**config.mk**
```make
export PLATFORM = sky130hd
export DESIGN_NAME = ckgen_top
export DESIGN_NICKNAME = d
export VERILOG_FILES = /design/src/rtl/ckgen_pkg.sv /design/src/rtl/ckgen_sfr.sv /design/src/rtl/ckgen_seq.sv /design/src/rtl/ckgen_tbase.sv /design/src/rtl/ckgen_top.sv
export SDC_FILE = /design/constraint.sdc
export NUM_CORES = 1
export LEC_CHECK = 0
export ABC_AREA = 0
export BUFFER_PORTS_ARGS = -buffer_cell sky130_fd_sc_hd__buf_2
export CORE_MARGIN = 2
export CORE_UTILIZATION = 37
export DETAILED_ROUTE_END_ITERATION = 16
export GPL_ROUTABILITY_DRIVEN = 0
export PLACE_DENSITY = 0.76
export SLEW_MARGIN = 10
export SYNTH_ARGS = -nofsm -noshare
export SYNTH_HDL_FRONTEND = slang
export SYNTH_SLANG_ARGS = --single-unit
```
**constraint.sdc**
```tcl
create_clock -name clk -period 1.5 [get_ports clk]
set_clock_uncertainty 0.05 [all_clocks]
set_input_delay 0.225 -clock clk [delete_from_list [all_inputs] [get_ports clk]]
set_output_delay 0.225 -clock clk [all_outputs]
set_load 0.01 [all_outputs]
```
**src/rtl/ckgen_pkg.sv**
```systemverilog
package ckgen_pkg;

    typedef enum logic {
        MODE_STD = 1'b0,
        MODE_X2  = 1'b1
    } ckmode_e;

    localparam int unsigned DEF_ADDR_W  = 8;
    localparam int unsigned DEF_DATA_W  = 8;
    localparam int unsigned DEF_CYC_STD = 12;
    localparam int unsigned DEF_TB_DIV  = 4;

endpackage

```
**src/rtl/ckgen_sfr.sv**
```systemverilog
module ckgen_sfr #(
    parameter int unsigned           ADDR_W   = 8,
    parameter int unsigned           DATA_W   = 8,
    parameter logic [ADDR_W-1:0]     SFR_ADDR = 8'h8F,
    parameter int unsigned           MODE_BIT = 0
) (
    input  logic              clk,
    input  logic              rst,
    input  logic              wr_en,
    input  logic [ADDR_W-1:0] wr_addr,
    input  logic [DATA_W-1:0] wr_data,
    input  logic [ADDR_W-1:0] rd_addr,
    output logic [DATA_W-1:0] rd_data,
    output logic              mode_req
);

    typedef struct packed {
        logic speed;
    } sfr_t;

    sfr_t sfr_d, sfr_q;

    // Only the speed bit is stored; the reserved data bits go nowhere.
    logic unused_wr_bits;
    assign unused_wr_bits = ^wr_data;

    always_comb begin
        sfr_d = sfr_q;
        if (wr_en && (wr_addr == SFR_ADDR)) begin
            sfr_d.speed = wr_data[MODE_BIT];
        end
    end

    always_ff @(posedge clk) begin
        if (rst) begin
            sfr_q <= '0;
        end else begin
            sfr_q <= sfr_d;
        end
    end

    always_comb begin
        rd_data = '0;
        if (rd_addr == SFR_ADDR) begin
            rd_data[MODE_BIT] = sfr_q.speed;
        end
    end

    assign mode_req = sfr_q.speed;

endmodule

```
**src/rtl/ckgen_seq.sv**
```systemverilog
module ckgen_seq
    import ckgen_pkg::*;
#(
    parameter int unsigned CYC_STD = 12
) (
    input  logic clk,
    input  logic rst,
    input  logic mode_req,
    output logic mode_x2,
    output logic phase_en,
    output logic mcyc_en
);

    localparam int unsigned CYC_X2 = CYC_STD / 2;
    localparam int unsigned CNT_W  = $clog2(CYC_STD);
    localparam logic [CNT_W-1:0] LAST_STD = CNT_W'(CYC_STD - 1);
    localparam logic [CNT_W-1:0] LAST_X2  = CNT_W'(CYC_X2 - 1);

    typedef struct packed {
        ckmode_e          mode;
        logic [CNT_W-1:0] cnt;
    } seq_t;

    seq_t seq_d, seq_q;
    logic at_end;

    always_comb begin
        seq_d  = seq_q;
        at_end = (seq_q.cnt == ((seq_q.mode == MODE_X2) ? LAST_X2 : LAST_STD));
        if (at_end) begin
            // Boundary: restart the count and commit the requested speed.
            seq_d.cnt  = '0;
            seq_d.mode = ckmode_e'(mode_req);
        end else begin
            seq_d.cnt = seq_q.cnt + 1'b1;
        end
    end

    always_ff @(posedge clk) begin
        if (rst) begin
            seq_q <= '{mode: MODE_STD, cnt: '0};
        end else begin
            seq_q <= seq_d;
        end
    end

    assign mcyc_en  = at_end;
    assign phase_en = (seq_q.mode == MODE_X2) ? 1'b1 : seq_q.cnt[0];
    assign mode_x2  = (seq_q.mode == MODE_X2);

endmodule

```
**src/rtl/ckgen_tbase.sv**
```systemverilog
module ckgen_tbase #(
    parameter int unsigned TB_DIV = 4
) (
    input  logic clk,
    input  logic rst,
    input  logic mcyc_en,
    output logic tick_en
);

    localparam int unsigned TBW = (TB_DIV > 1) ? $clog2(TB_DIV) : 1;

    generate
        if (TB_DIV <= 1) begin : g_direct
            logic unused_clk_rst;
            assign unused_clk_rst = clk ^ rst;
            assign tick_en        = mcyc_en;
        end else begin : g_prescale
            localparam logic [TBW-1:0] TB_LAST = TBW'(TB_DIV - 1);

            typedef struct packed {
                logic [TBW-1:0] div;
            } tb_t;

            tb_t tb_d, tb_q;
            logic wrap;

            always_comb begin
                tb_d = tb_q;
                wrap = mcyc_en && (tb_q.div == TB_LAST);
                if (mcyc_en) begin
                    tb_d.div = wrap ? '0 : tb_q.div + 1'b1;
                end
            end

            always_ff @(posedge clk) begin
                if (rst) begin
                    tb_q <= '0;
                end else begin
                    tb_q <= tb_d;
                end
            end

            assign tick_en = wrap;
        end
    endgenerate

endmodule

```
**src/rtl/ckgen_top.sv**
```systemverilog
module ckgen_top
    import ckgen_pkg::*;
#(
    parameter int unsigned       ADDR_W   = DEF_ADDR_W,
    parameter int unsigned       DATA_W   = DEF_DATA_W,
    parameter logic [ADDR_W-1:0] SFR_ADDR = 8'h8F,
    parameter int unsigned       MODE_BIT = 0,
    parameter int unsigned       CYC_STD  = DEF_CYC_STD,
    parameter int unsigned       TB_DIV   = DEF_TB_DIV
) (
    input  logic              clk,
    input  logic              rst,
    input  logic              sfr_wr_en,
    input  logic [ADDR_W-1:0] sfr_wr_addr,
    input  logic [DATA_W-1:0] sfr_wr_data,
    input  logic [ADDR_W-1:0] sfr_rd_addr,
    output logic [DATA_W-1:0] sfr_rd_data,
    output logic              phase_en,
    output logic              mcyc_en,
    output logic              tick_en
);

    logic mode_req;
    logic mode_x2;

    ckgen_sfr #(
        .ADDR_W   (ADDR_W),
        .DATA_W   (DATA_W),
        .SFR_ADDR (SFR_ADDR),
        .MODE_BIT (MODE_BIT)
    ) u_sfr (
        .clk      (clk),
        .rst      (rst),
        .wr_en    (sfr_wr_en),
        .wr_addr  (sfr_wr_addr),
        .wr_data  (sfr_wr_data),
        .rd_addr  (sfr_rd_addr),
        .rd_data  (sfr_rd_data),
        .mode_req (mode_req)
    );

    ckgen_seq #(
        .CYC_STD (CYC_STD)
    ) u_seq (
        .clk      (clk),
        .rst      (rst),
        .mode_req (mode_req),
        .mode_x2  (mode_x2),
        .phase_en (phase_en),
        .mcyc_en  (mcyc_en)
    );

    ckgen_tbase #(
        .TB_DIV (TB_DIV)
    ) u_tbase (
        .clk     (clk),
        .rst     (rst),
        .mcyc_en (mcyc_en),
        .tick_en (tick_en)
    );

endmodule

```
==> flow_metrics.env <==
export IMPL_start_kind="flop"
export IMPL_crit_path_cell_trace="nor4bb_4 -> o21a_1 -> and2_1 -> buf_2"
export IMPL_dp_final_hpwl_um=686
export IMPL_ant_nets=0
export IMPL_powerDensity_mw_per_mm2=690
export IMPL_cts_root_buf="clkbuf_4"
export IMPL_ios=38
export IMPL_area_growth_pct=34.8
export IMPL_worstHoldPathType="in2reg"
export IMPL_layout_commonest_cell="buf_2"
export IMPL_rsz0062_at_grt="true"
export IMPL_grt_use_met3=0.0333
export IMPL_pre_cts_ws_ns=0.0480
export IMPL_final_hold_viol_count=0
export IMPL_cpMaxStageDelayCell="dfxtp_4"
export IMPL_required_ns=1.22
export IMPL_antenna_found_initial=0
export IMPL_layout_drive_gt1_share=0.442
export IMPL_num_antenna_cells=0
export IMPL_grt_use_total=0.133
export IMPL_placeableCoreArea_mm2=0.00125
export IMPL_total_power_mw=0.448
export IMPL_reg2reg_slack_ns=0.07
export IMPL_slowest_delay_ns=0.37
export IMPL_maxSlewViolCount=0
export IMPL_fmax_mhz=617
export IMPL_cp_arrival_ns=1.34
export IMPL_status="finished with violations"
export IMPL_vdd_drop_max_mv=0.353
export IMPL_crit_buf_inv=1
export IMPL_die_w_um=40.1
export IMPL_crit_path_end="tick_en"
export IMPL_seq_area_um2=171
export IMPL_met1_usage=0.128
export IMPL_cts_tree="built"
export IMPL_synth_seq_cells=8
export IMPL_fin_ws_ns=-0.120
export IMPL_netSwitchingFraction=0.232
export IMPL_violations="setup timing"
export IMPL_start_util=0.385
export IMPL_grt_pass1_wl_um=1350
export IMPL_grt_busiest_layer="met2"
export IMPL_p_leak_nw=0.297
export IMPL_routed_via_density=4.58
export IMPL_vias=421
export IMPL_cp_max_fo=5
export IMPL_grt_max_degree=12
export IMPL_path_delay_family="simple AND/OR/NAND/NOR gates"
export IMPL_syn_avg_cell_area_um2=9.26
export IMPL_clock_power_share=0.355
export IMPL_final_cell_mix="buf_2 (23), conb_1 (7), nand2b_1 (5), dfxtp_1 (5)"
export IMPL_clk_path_buf_depth=2
export IMPL_hold_path_depth=3
export IMPL_timing_rr_start="u_seq.seq_q[1]$_SDFF_PP0_"
export IMPL_finalWirelength_um=899
export IMPL_setup_violations=2
export IMPL_num_rows=13
export IMPL_critPathLaunch="u_seq.seq_q[1]$_SDFF_PP0_"
export IMPL_post_drt_wl_per_cell_um=9.77
export IMPL_fillers=118
export IMPL_use_met2=0.226
export IMPL_dr_pass1_iters=2
export IMPL_cts_made_buffers=3
export IMPL_r2r_end="u_tbase.g_prescale.tb_q[0]$_SDFFE_PP0P_"
export IMPL_drv_cap=0
export IMPL_route_detailed_drc=0
export IMPL_clock_latency_ns=0.25
export IMPL_syn_inst=52
export IMPL_seq_area_frac_synth=0.332
export IMPL_p_int_mw=0.344
export IMPL_die_y_um=40.1
export IMPL_cp_depth=4
export IMPL_multi_input_area_um2=307
export IMPL_path_class="reg2out"
export IMPL_dieArea_mm2=0.00161
export IMPL_ys_warn_count=0
export IMPL_fin_nets=108
export IMPL_cp_end_kind="output port"
export IMPL_power_frac_comb=0.132
export IMPL_r2r_cells=4
export IMPL_cts_sinks=8
export IMPL_layout_min_cycle_time_ns=1.62
export IMPL_clk_pin_slew_ns=0.05
export IMPL_seqPwrFrac=0.513
export IMPL_p_switching_mw=0.104
export IMPL_numPortBuffers=23
export IMPL_synth_cell_types=26
export IMPL_grt_ovfl_total=0
export IMPL_synth_cell_area_um2=482
export IMPL_grt_pass1_vias=371
export IMPL_post_route_period_util=1.08
export IMPL_htreeDepth=1
export IMPL_drtIter0Drc=1
-- worst min-delay path, cell delays in order --
cell and delay, ns:
buf_2 0.10, nand2b_1 0.06, mux2i_1 0.06
-- sequential cells by signal, summed over array words and instances, names as in the netlist --
signal / cells
u_seq.mode_x2: 1
u_seq.seq_q: 4
u_sfr.mode_req: 1
u_tbase.g_prescale.tb_q: 2
-- worst min-delay path by stage --
stage,start,endpoint,slack [ns]
3_5_place_dp,u_tbase.g_prescale.tb_q[1]$_SDFFE_PP0P_,u_tbase.g_prescale.tb_q[1]$_SDFFE_PP0P_,0.42
4_1_cts,sfr_wr_data[0],u_sfr.mode_req$_SDFFE_PP0P_,0.18
6_report,sfr_wr_data[0],u_sfr.mode_req$_SDFFE_PP0P_,0.19
3_3_place_gp,u_tbase.g_prescale.tb_q[1]$_SDFFE_PP0P_,u_tbase.g_prescale.tb_q[1]$_SDFFE_PP0P_,0.41
5_1_grt,sfr_wr_data[0],u_sfr.mode_req$_SDFFE_PP0P_,0.20
2_1_floorplan,sfr_wr_data[0],u_sfr.mode_req$_SDFFE_PP0P_,0.33
-- cells by family (layout without fill, tap and decap cells) --
kind of cell,count (synthesis),after routing,share of synthesized area
AOI/OAI and AO/OA,3,3,0.0363
xor gates and xnor gates,1,1,0.0182
adders and majority gates,2,2,0.0519
buffers and inverters,9,28,0.140
DFF,8,8,0.332
muxes,4,4,0.0935
other,1,7,0.00778
and+or+nand+nor,24,24,0.320
-- metrics by stage --
stage | TNS, ns | utilization | cell area, um^2 | std cells | hold slack [ns]
after global routing | -0.269 | 0.518 | 649 | 92 | 0.205
after detailed placement | 0 | 0.462 | 578 | 88 | 0.425
final | -0.134 | 0.518 | 649 | 92 | 0.190
after global placement | 0 | 0.462 | 578 | 88 | 0.413
after floorplan | 0 | - | 504 | 58 | 0.327
after CTS | -0.134 | 0.509 | 638 | 92 | 0.181
-- power by group through the flow --
stage / clock network [mW] / registers [mW] / logic [mW]
after CTS: 0.169 / 0.231 / 0.0580
after global placement: 0 / 0.233 / 0.0541
after floorplan: 0 / 0.231 / 0.0427
final: 0.159 / 0.230 / 0.0589
after global routing: 0.183 / 0.231 / 0.0682
after detailed placement: 0 / 0.233 / 0.0561
-- synth_stat cells (all sizes together) --
master / instances / share of area
o21ai: 1 / 0.010
nor2: 2 / 0.016
clkbuf: 1 / 0.0078
nor3: 2 / 0.021
buf: 8 / 0.13
xnor2: 1 / 0.018
mux2i: 3 / 0.062
a21oi: 1 / 0.010
ha: 2 / 0.052
nor2b: 2 / 0.026
dfxtp: 8 / 0.33
nor3b: 1 / 0.016
nand3: 2 / 0.021
or2: 1 / 0.013
and3: 1 / 0.013
o21a: 1 / 0.016
nand4b: 1 / 0.018
nand4: 1 / 0.013
mux2: 1 / 0.031
and2: 1 / 0.013
nor4bb: 2 / 0.042
conb: 1 / 0.0078
nand2b: 5 / 0.065
nor4b: 2 / 0.036
nand2: 1 / 0.0078
-- timing repair --
| action | CTS | global route |
|---|---|---|
| resized for setup | 8 | 2 |
| hold buffers | 0 | 0 |
| pin swaps | 2 | 3 |
| endpoints found under the setup margin | 2 | 2 |
| buffers inserted | 1 | 0 |
-- area by class of cell --
cell class | instances | share of cell area
Multi-Input combinational cell | 41 | 0.472
Sequential cell | 8 | 0.264
Timing Repair Buffer | 25 | 0.200
Clock buffer | 3 | 0.0347
Tap cell | 15 | 0.0289
-- routing by layer --
| metal | vias up | wire length, um |
|---|---|---|
| li1 | 219 | - |
| met1 | 185 | 378 |
| met2 | 15 | 454 |
| met3 | 2 | 56 |
| met4 | 0 | 10 |
| met5 | - | 0 |
Power figures use the tool's default switching activity.
